$ cat config.mk
export PLATFORM = sky130hd
export DESIGN_NAME = tpwm_unit
export DESIGN_NICKNAME = d
export VERILOG_FILES = /design/src/rtl/tpwm_pkg.sv /design/src/rtl/tpwm_regs.sv /design/src/rtl/tpwm_prescale.sv /design/src/rtl/tpwm_core.sv /design/src/rtl/tpwm_unit.sv
export SDC_FILE = /design/constraint.sdc
export NUM_CORES = 1
export LEC_CHECK = 0
export BUFFER_PORTS_ARGS = -buffer_cell sky130_fd_sc_hd__buf_4
export CAP_MARGIN = 20
export CORE_ASPECT_RATIO = 0.5
export CORE_MARGIN = 3
export CORE_UTILIZATION = 55
export CTS_BUF_LIST = sky130_fd_sc_hd__clkbuf_16
export DETAILED_ROUTE_END_ITERATION = 8
export MAX_ROUTING_LAYER = met4
export PLACE_DENSITY = 0.81
export SLEW_MARGIN = 20
export SYNTH_ARGS = -nofsm -noshare
export SYNTH_HDL_FRONTEND = slang
export SYNTH_SLANG_ARGS = --single-unit
$ cat constraint.sdc
create_clock -name clk -period 2.58 [get_ports clk]
set_input_delay 0 -clock clk [delete_from_list [all_inputs] [get_ports clk]]
set_output_delay 0 -clock clk [all_outputs]
set_load 0.005 [all_outputs]
$ cat src/rtl/tpwm_pkg.sv
package tpwm_pkg;
  typedef enum logic [1:0] {
    SEL_DIV1  = 2'b00,
    SEL_DIV16 = 2'b01,
    SEL_DIV64 = 2'b10,
    SEL_EXT   = 2'b11
  } clk_sel_e;

  localparam int BIT_MODE = 7;
  localparam int BIT_SELH = 5;
  localparam int BIT_SELL = 4;
  localparam int BIT_EN   = 3;
  localparam int BIT_FLAG = 2;
  localparam int BIT_OE   = 1;
  localparam int BIT_IE   = 0;
endpackage

$ cat src/rtl/tpwm_regs.sv
module tpwm_regs
  import tpwm_pkg::*;
#(
  parameter int ADDR_W = 8,
  parameter int DATA_W = 8,
  parameter logic [ADDR_W-1:0] CTRL_ADDR = 8'h12,
  parameter logic [ADDR_W-1:0] CMP_ADDR  = 8'h13
) (
  input  logic              clk,
  input  logic              rst_n,
  input  logic [ADDR_W-1:0] addr,
  input  logic              wr,
  input  logic [DATA_W-1:0] wdata,
  input  logic              hw_evt,
  output logic              mode,
  output clk_sel_e          sel,
  output logic              en,
  output logic              flag,
  output logic              oe,
  output logic              ie,
  output logic [DATA_W-1:0] cmp,
  output logic [DATA_W-1:0] rdata
);
  logic wr_ctrl, wr_cmp, mode_unlocked;

  assign wr_ctrl       = wr && (addr == CTRL_ADDR);
  assign wr_cmp        = wr && (addr == CMP_ADDR);
  assign mode_unlocked = !en && !ie && !flag;

  always_ff @(posedge clk) begin
    if (!rst_n) begin
      mode <= 1'b0;
      sel  <= SEL_DIV1;
      en   <= 1'b0;
      oe   <= 1'b0;
      ie   <= 1'b0;
    end else if (wr_ctrl) begin
      en <= wdata[BIT_EN];
      oe <= wdata[BIT_OE];
      ie <= wdata[BIT_IE];
      if (!en)           sel  <= clk_sel_e'(wdata[BIT_SELH:BIT_SELL]);
      if (mode_unlocked) mode <= wdata[BIT_MODE];
    end
  end

  always_ff @(posedge clk) begin
    if (!rst_n)                            flag <= 1'b0;
    else if (hw_evt)                       flag <= 1'b1;
    else if (wr_ctrl && !wdata[BIT_FLAG])  flag <= 1'b0;
  end

  always_ff @(posedge clk) begin
    if (!rst_n)      cmp <= '0;
    else if (wr_cmp) cmp <= wdata;
  end

  always_comb begin
    rdata = '0;
    if (addr == CTRL_ADDR) begin
      rdata[BIT_MODE]          = mode;
      rdata[BIT_SELH:BIT_SELL] = sel;
      rdata[BIT_EN]            = en;
      rdata[BIT_FLAG]          = flag;
      rdata[BIT_OE]            = oe;
      rdata[BIT_IE]            = ie;
    end else if (addr == CMP_ADDR) begin
      rdata = cmp;
    end
  end

  a_r5_sel_locked: assert property (@(posedge clk) disable iff (!rst_n)
    (wr_ctrl && en) |=> (sel == $past(sel)));

  a_r6_mode_locked: assert property (@(posedge clk) disable iff (!rst_n)
    (wr_ctrl && (en || ie || flag)) |=> (mode == $past(mode)));

  a_r7_set_wins: assert property (@(posedge clk) disable iff (!rst_n)
    hw_evt |=> flag);

  a_r7_no_soft_set: assert property (@(posedge clk) disable iff (!rst_n)
    (!flag && !hw_evt) |=> !flag);
endmodule

$ cat src/rtl/tpwm_prescale.sv
module tpwm_prescale
  import tpwm_pkg::*;
#(
  parameter int DIV_A = 16,
  parameter int DIV_B = 64
) (
  input  logic     clk,
  input  logic     rst_n,
  input  logic     en,
  input  clk_sel_e sel,
  input  logic     ext_pulse,
  output logic     tick
);
  localparam int PRE_W = $clog2(DIV_B);
  localparam int A_W   = $clog2(DIV_A);

  logic [PRE_W-1:0] pre;
  logic             ext_q;
  logic             ext_rise;

  always_ff @(posedge clk) begin
    if (!rst_n || !en) pre <= '0;
    else               pre <= pre + 1'b1;
  end

  always_ff @(posedge clk) begin
    if (!rst_n) ext_q <= 1'b0;
    else        ext_q <= ext_pulse;
  end

  assign ext_rise = ext_pulse && !ext_q;

  always_comb begin
    case (sel)
      SEL_DIV1:  tick = en;
      SEL_DIV16: tick = en && (&pre[A_W-1:0]);
      SEL_DIV64: tick = en && (&pre);
      default:   tick = en && ext_rise;
    endcase
  end

  a_r12_no_tick_idle: assert property (@(posedge clk) disable iff (!rst_n)
    !en |-> !tick);

  a_r4_ext_single: assert property (@(posedge clk) disable iff (!rst_n)
    (sel == SEL_EXT && tick) |=> !tick);
endmodule

$ cat src/rtl/tpwm_core.sv
module tpwm_core #(
  parameter int CNT_W = 8
) (
  input  logic             clk,
  input  logic             rst_n,
  input  logic             en,
  input  logic             mode,
  input  logic             tick,
  input  logic [CNT_W-1:0] cmp,
  output logic             evt,
  output logic             wave
);
  localparam logic [CNT_W-1:0] CNT_TOP = {CNT_W{1'b1}};

  logic [CNT_W-1:0] cnt;
  logic             tog;
  logic             match;

  assign match = mode ? (cnt == CNT_TOP) : (cnt == cmp);
  assign evt   = tick && match;

  always_ff @(posedge clk) begin
    if (!rst_n || !en)            cnt <= '0;
    else if (tick && !mode && match) cnt <= '0;
    else if (tick)                cnt <= cnt + 1'b1;
  end

  always_ff @(posedge clk) begin
    if (!rst_n || !en)   tog <= 1'b0;
    else if (evt && !mode) tog <= !tog;
  end

  assign wave = mode ? (cnt < cmp) : tog;

  a_r3_match_clears: assert property (@(posedge clk) disable iff (!rst_n)
    (en && !mode && tick && cnt == cmp) |=> (cnt == '0));

  a_r10_free_run: assert property (@(posedge clk) disable iff (!rst_n)
    (en && mode && tick) |=> (cnt == CNT_W'($past(cnt) + 1'b1)));

  a_r12_idle_clear: assert property (@(posedge clk) disable iff (!rst_n)
    !en |=> (cnt == '0 && !tog));

  a_r11_toggle: assert property (@(posedge clk) disable iff (!rst_n)
    (en && !mode && evt && $past(en)) |=> (tog != $past(tog)));
endmodule

$ cat src/rtl/tpwm_unit.sv
module tpwm_unit
  import tpwm_pkg::*;
#(
  parameter int ADDR_W = 8,
  parameter int CNT_W  = 8,
  parameter int DIV_A  = 16,
  parameter int DIV_B  = 64
) (
  input  logic              clk,
  input  logic              rst_n,
  input  logic [ADDR_W-1:0] bus_addr,
  input  logic              bus_wr,
  input  logic [CNT_W-1:0]  bus_wdata,
  output logic [CNT_W-1:0]  bus_rdata,
  input  logic              ext_pulse,
  output logic              pwm_pin,
  output logic              irq
);
  logic             mode, en, flag, oe, ie, tick, evt, wave;
  clk_sel_e         sel;
  logic [CNT_W-1:0] cmp;

  tpwm_regs #(.ADDR_W(ADDR_W), .DATA_W(CNT_W)) u_regs (
    .clk(clk), .rst_n(rst_n), .addr(bus_addr), .wr(bus_wr),
    .wdata(bus_wdata), .hw_evt(evt), .mode(mode), .sel(sel), .en(en),
    .flag(flag), .oe(oe), .ie(ie), .cmp(cmp), .rdata(bus_rdata)
  );

  tpwm_prescale #(.DIV_A(DIV_A), .DIV_B(DIV_B)) u_pre (
    .clk(clk), .rst_n(rst_n), .en(en), .sel(sel),
    .ext_pulse(ext_pulse), .tick(tick)
  );

  tpwm_core #(.CNT_W(CNT_W)) u_core (
    .clk(clk), .rst_n(rst_n), .en(en), .mode(mode), .tick(tick),
    .cmp(cmp), .evt(evt), .wave(wave)
  );

  assign pwm_pin = oe && wave;
  assign irq     = flag && ie;

  a_r8_pin_gated: assert property (@(posedge clk) disable iff (!rst_n)
    !oe |-> !pwm_pin);

  a_r9_irq_needs_ie: assert property (@(posedge clk) disable iff (!rst_n)
    irq |-> (ie && flag));
endmodule

==> results of run 1 <==
==> layout make-up <==
class                           count  area [sq um]
Inverter                           13          48.8
Multi-Input combinational cell    150          1050
Clock buffer                        5           125
Tap cell                           37          46.3
Clock inverter                      3          11.3
Timing Repair Buffer               33           253
Fill cell                         219           658
Sequential cell                    31           621
==> flip-flops by register name (all words and copies together), names as in the netlist <==
register / cells
u_regs.en: 1
u_pre.pre: 6
u_regs.flag: 1
u_regs.oe: 1
u_regs.sel: 2
u_regs.mode: 1
u_core.cnt: 8
u_pre.ext_q: 1
u_regs.cmp: 8
u_core.tog: 1
u_regs.ie: 1
==> cells by family after synthesis <==
logic type,count (synthesis)
AND/OR/NAND/NOR,82
AO/OA/AOI/OAI,48
flip-flops,31
buffers and inverters,23
adder cells (fa/ha/maj),13
XOR/XNOR,4
multiplexers,3
==> path summary, 6_finish.rpt <==
kind | endpoint | slack [ns] | startpoint
setup reg to reg | u_core.cnt[5]$_SDFFE_PP0P_ | 0.48 | u_regs.sel[0]$_SDFFE_PN0P_
setup / recovery | u_core.cnt[5]$_SDFFE_PP0P_ | 0.48 | u_regs.sel[0]$_SDFFE_PN0P_
hold reg to reg | u_pre.pre[0]$_SDFF_PP0_ | 0.45 | u_pre.pre[0]$_SDFF_PP0_
hold / removal | u_regs.mode$_SDFFE_PN0P_ | 0.006 | bus_wdata[7]
==> layer usage <==
layer  up-vias  routed length, um
met1       792               2110
met4         0                 17
met2        70               1840
li1        811                  -
met3         4                364
met5         -                  0
==> power by group through the flow <==
stage,sequential (mW),clock (mW),combinational [mW]
after floorplan,0.491,0,0.0154
after global placement,0.491,0,0.0445
after detailed placement,0.491,0,0.0452
after CTS,0.481,0.542,0.0478
after global routing,0.481,0.567,0.0516
final,0.481,0.537,0.0480
==> metrics by stage <==
step	setup WS, ns	hold slack (ns)	std cells	power [mW]	util
after CTS	0.532	0.00568	272	1.07	0.766
after floorplan	0.726	0.122	204	0.506	-
after global placement	0.638	0.211	262	0.535	0.711
after global routing	0.392	0.0122	272	1.10	0.766
after detailed placement	0.546	0.220	262	0.536	0.711
final	0.484	0.00579	272	1.07	0.766
==> synthesized netlist by cell type, drive strengths merged, types with 2 or more instances <==
cell type | n | area [sq um]
dfxtp | 31 | 621
nand2 | 19 | 71.3
nand3 | 15 | 75.1
ha | 13 | 163
inv | 13 | 48.8
a21boi | 12 | 90.1
nand4 | 8 | 50.1
a22o | 7 | 61.3
nor2 | 7 | 26.3
nor3 | 7 | 35.0
a21oi | 5 | 25.0
and2 | 5 | 31.3
and3 | 5 | 31.3
buf | 5 | 26.3
clkbuf | 5 | 18.8
o211ai | 5 | 37.5
a32o | 4 | 40.0
nor2b | 4 | 25.0
nor3b | 4 | 30.0
o21ai | 4 | 20.0
mux2i | 3 | 30.0
xnor2 | 3 | 26.3
nor4b | 2 | 32.5
o41ai | 2 | 17.5
or3 | 2 | 12.5
==> worst min-delay path: stages <==
cell	delay, ns
buf_4	0.12
nand2_1	0.05
mux2i_1	0.06
==> timing repair <==
item,CTS,global route
hold buffers,2,0
resized for setup,0,0
endpoints found under the hold margin,2,0
==> impl_metrics.ini, run 1 <==
[clock_tree]
htreeDepth = 2
clk_pin_slew_ns = 0.05
cts_tree = yes
cts-root-buf = clkbuf_16
cts_buffers = 5
clk_latency_ns = 0.27
cts.sinks = 31
post-cts-setup-buffers = 0
cts.path.max_buffers = 2

[worst_setup_path]
cpMaxStageDelayCell = dfxtp_1
worstPathRequired_ns = 2.74
path_max_fanout = 8
path_depth = 6
path_class = reg -> reg
endpoint_kind = flip-flop
path_delay_family = compound AO/OA/AOI/OAI gates
path_buf_inv = 1
start_kind = flip-flop
crit_arrival_ns = 2.26
slowest_delay_ns = 0.40
path_cells = inv_1 -> ha_1 -> nor3b_1 -> a311o_1 -> o211ai_1 -> a32o_1
worstRegToRegCells = 6

[drt]
wire_per_inst_um = 15.9
first_pass_iters = 5
wl_um = 4330
ant_nets = 0
vias = 1677
drtIter0Drc = 129
via_per_inst = 6.17
drc_errors = 0

[power]
swShare = 0.199
irDropWorstVdd_v = 0.000367
switching_power_mw = 0.212
internal_power_mw = 0.854
p_per_area_nw_per_um2 = 495
clockPowerShare = 0.503
p_comb_frac = 0.045
pwr-share-seq = 0.451
leakage_nw = 0.820

[floorplanning]
start_util = 0.627
die_w_um = 86.1
die_h_um = 46.1
row_count = 13
fp.dieArea_sq_um = 3970
ios = 30
coreArea_sq_um = 2810

[sta]
setup_tns_ns = 0
min_period_over_period = 0.813
worst_pin_slew_ns = 0.561
setup_violations = 0
finClkSkew_ns = 0.00280
rsz0062_at_grt = no
max_freq_ghz = 0.477
hold_viol = 0
slew_headroom = 0.623
fin_crit_ns = 2.10
maxSlewViolCount = 0

[place]
placed_cell_area_sq_um = 2000
hpwlAfterDp_um = 3160
gp_congestion = 0.914
port_buffers = 29

[logic_synthesis]
synth_flop_cell = dfxtp_1
synthMuxAreaShare = 0.0170
synth-xor-area-share = 0.0198
synth_top_family_by_area = simple AND/OR/NAND/NOR gates
avgSynthCellArea_sq_um = 8.65
yosysWarnings = 0
syn_area_sq_um = 1770
synth_edf_count = 0
ys_ff_latch = 31
yosys.area_share.simple = 0.254
synth-compound-area-share = 0.212
syn_nets = 237
synthCells = 204
ys_types = 42
synth_async_sr_flop_share = 0
synth_fa_ha_area_frac = 0.0921
seq_area_frac_synth = 0.352

[global_routing]
use_met2 = 0.363
use_met3 = 0.0554
grt_pass1_vias = 1493
grt_util_met1 = 0.355
grt-busiest-layer = met2
grt_pass1_wl_um = 7290
grt_overflow = 0
grtUsageTotal = 0.251
antenna_found_initial = 0
grt_start_max_net_pins = 22

[flow_run]
max-cap-violations = 0

[final_layout]
mostFrequentLayoutCells = buf_4 (31), dfxtp_1 (31), nand2_1 (19), nand3_1 (15), inv_1 (14)
final_nets = 267
finalInstanceArea_sq_um = 2160
antenna_cells = 0
drive_above_1_share = 0.166
area_delta_synth_final_pct = 22.1

[status]
status = complete, no violations

[worst_hold_path]
holdPathStages = 3
hold_class = in -> reg
Note: power is estimated with default switching activity, not from simulation.
==> run 2: changes to the inputs <==
==> constraint.sdc (replaced) <==
create_clock -name clk -period 2 [get_ports clk]
set_input_delay 0 -clock clk [delete_from_list [all_inputs] [get_ports clk]]
set_output_delay 0 -clock clk [all_outputs]
set_load 0.005 [all_outputs]
==> impl_metrics.ini, run 2 (synthesized netlist as in run 1, its figures left out) <==
[status]
status = complete, but fails checks
failed_checks = negative setup slack

[sta]
hold_viol = 0
worst_pin_slew_ns = 0.570
fin_hold_ws_ns = 0.00306
setup_tns_ns = -0.0198
setup_violations = 2
max_freq_ghz = 0.497
finClkSkew_ns = 0.00547
slew_headroom = 0.620
layout_setup_ws_ns = -0.0101
maxSlewViolCount = 0
fin_crit_ns = 2.01
min_period_over_period = 1.01

[drt]
wl_um = 5000
first_pass_iters = 4
wire_per_inst_um = 17.8
via_per_inst = 6.18
ant_nets = 0
drtIter0Drc = 115
drc_errors = 0
vias = 1729

[worst_setup_path]
path_class = reg -> reg
r2r-start = u_regs.cmp[5]$_SDFFE_PN0P_
startpoint = u_regs.cmp[5]$_SDFFE_PN0P_
cpMaxStageDelayCell = or3_4
path_cells = inv_1 -> ha_1 -> nand4_1 -> or3_4 -> a211o_1 -> a32o_1
r2r_slack_ns = -0.01
worstPathRequired_ns = 2.17
worstRegToRegCells = 6
slowest_delay_ns = 0.43
cp-endpoint = u_core.cnt[4]$_SDFFE_PP0P_
path_depth = 6
path_delay_family = simple AND/OR/NAND/NOR gates
worst_r2r_endpoint = u_core.cnt[4]$_SDFFE_PP0P_
crit_arrival_ns = 2.18
endpoint_kind = flip-flop
path_buf_inv = 1
path_max_fanout = 3
start_kind = flip-flop

[final_layout]
finalInstanceArea_sq_um = 2260
multi_input_area_sq_um = 1090
final_cells = 280
seq_area_sq_um = 622
mostFrequentLayoutCells = buf_4 (39), dfxtp_1 (30), nand2_1 (19), inv_1 (15), nand3_1 (15)
final_nets = 275
reg_top3 = u_core.cnt (8), u_regs.cmp (8), u_pre.pre (6)
final_util = 0.803
fillCellCount = 185
area_delta_synth_final_pct = 28.1
antenna_cells = 0
layout_commonest_cell = buf_4
drive_above_1_share = 0.222

[floorplanning]
row_count = 13
die_h_um = 46.1
start_util = 0.627
fp.dieArea_sq_um = 3970
ios = 30
coreArea_sq_um = 2810
die_w_um = 86.1

[global_routing]
grt_pass1_vias = 1584
antenna_found_initial = 0
grt_pass1_wl_um = 7520
grtUsageTotal = 0.259
grt_overflow = 0
grt_start_max_net_pins = 22

[clock_tree]
cts-root-buf = clkbuf_16
cts_tree = yes
htreeDepth = 2
cts.path.max_buffers = 2
clk_pin_slew_ns = 0.05
cts_buffers = 5
cts.sinks = 31
clk_latency_ns = 0.28

[place]
dp.cells = 269
gp_congestion = 0.936
placed_cell_area_sq_um = 2050
port_buffers = 29
hpwlAfterDp_um = 3290
post-place-ws_ns = 0.0641

[flow_run]
max-cap-violations = 0

[worst_hold_path]
hold_class = in -> reg
holdPathStages = 3

[power]
irDropWorstVdd_v = 0.000717
total_power_mw = 1.40
leakage_nw = 0.881
p_per_area_nw_per_um2 = 619
-- run 2: changes by cell type in the layout (fill, tap and decap cells not counted), sizes merged --
cell / before / now
buf: 31 / 39
clkinv: 2 / 1
inv: 14 / 15
-- run 2: routing by layer --
metal  up-vias  part of all wire  global-route usage
met5         -                 0                   -
met4         0             0.026              0.0789
met3        20             0.088              0.0643
met2        94              0.43               0.395
met1       791              0.46               0.343
li1        824                 -                   -
-- run 2: cell type report --
cell class	instances	area share
clock buffers	5	0.0553
clock inverters	3	0.00553
inverters	13	0.0216
multi-input cells	150	0.484
flip-flops and latches	31	0.275
well taps	37	0.0205
repair buffers	41	0.138
-- run 2: what timing repair did --
| item | in CTS | in global routing |
|---|---|---|
| endpoints found under the setup margin | 0 | 9 |
| buffers inserted | 0 | 1 |
| gates resized for setup | 0 | 8 |
| hold buffers | 2 | 0 |
| hold endpoints to repair | 2 | 0 |
-- run 2: worst min-delay path by stage --
| stage | start | end |
|---|---|---|
| global route | bus_wdata[0] | u_regs.ie$_SDFFE_PN0P_ |
| CTS | bus_wdata[6] | u_regs.cmp[6]$_SDFFE_PN0P_ |
| detailed placement | ext_pulse | u_pre.ext_q$_SDFF_PN0_ |
| floorplan | ext_pulse | u_pre.ext_q$_SDFF_PN0_ |
| global placement | ext_pulse | u_pre.ext_q$_SDFF_PN0_ |
| finish | bus_wdata[6] | u_regs.cmp[6]$_SDFFE_PN0P_ |
-- run 2: worst register-to-register path, cell delays in order (launching register included) --
cell and delay [ns]:
dfxtp_1 0.35, inv_1 0.06, ha_1 0.31, nand4_1 0.17, or3_4 0.43, a211o_1 0.30, a32o_1 0.28
-- run 2: power by group --
group	leakage, nW	switching, mW	internal (mW)
clock network	0.0762	0.263	0.448
registers	0.250	0.00138	0.620
logic	0.555	0.0279	0.0380
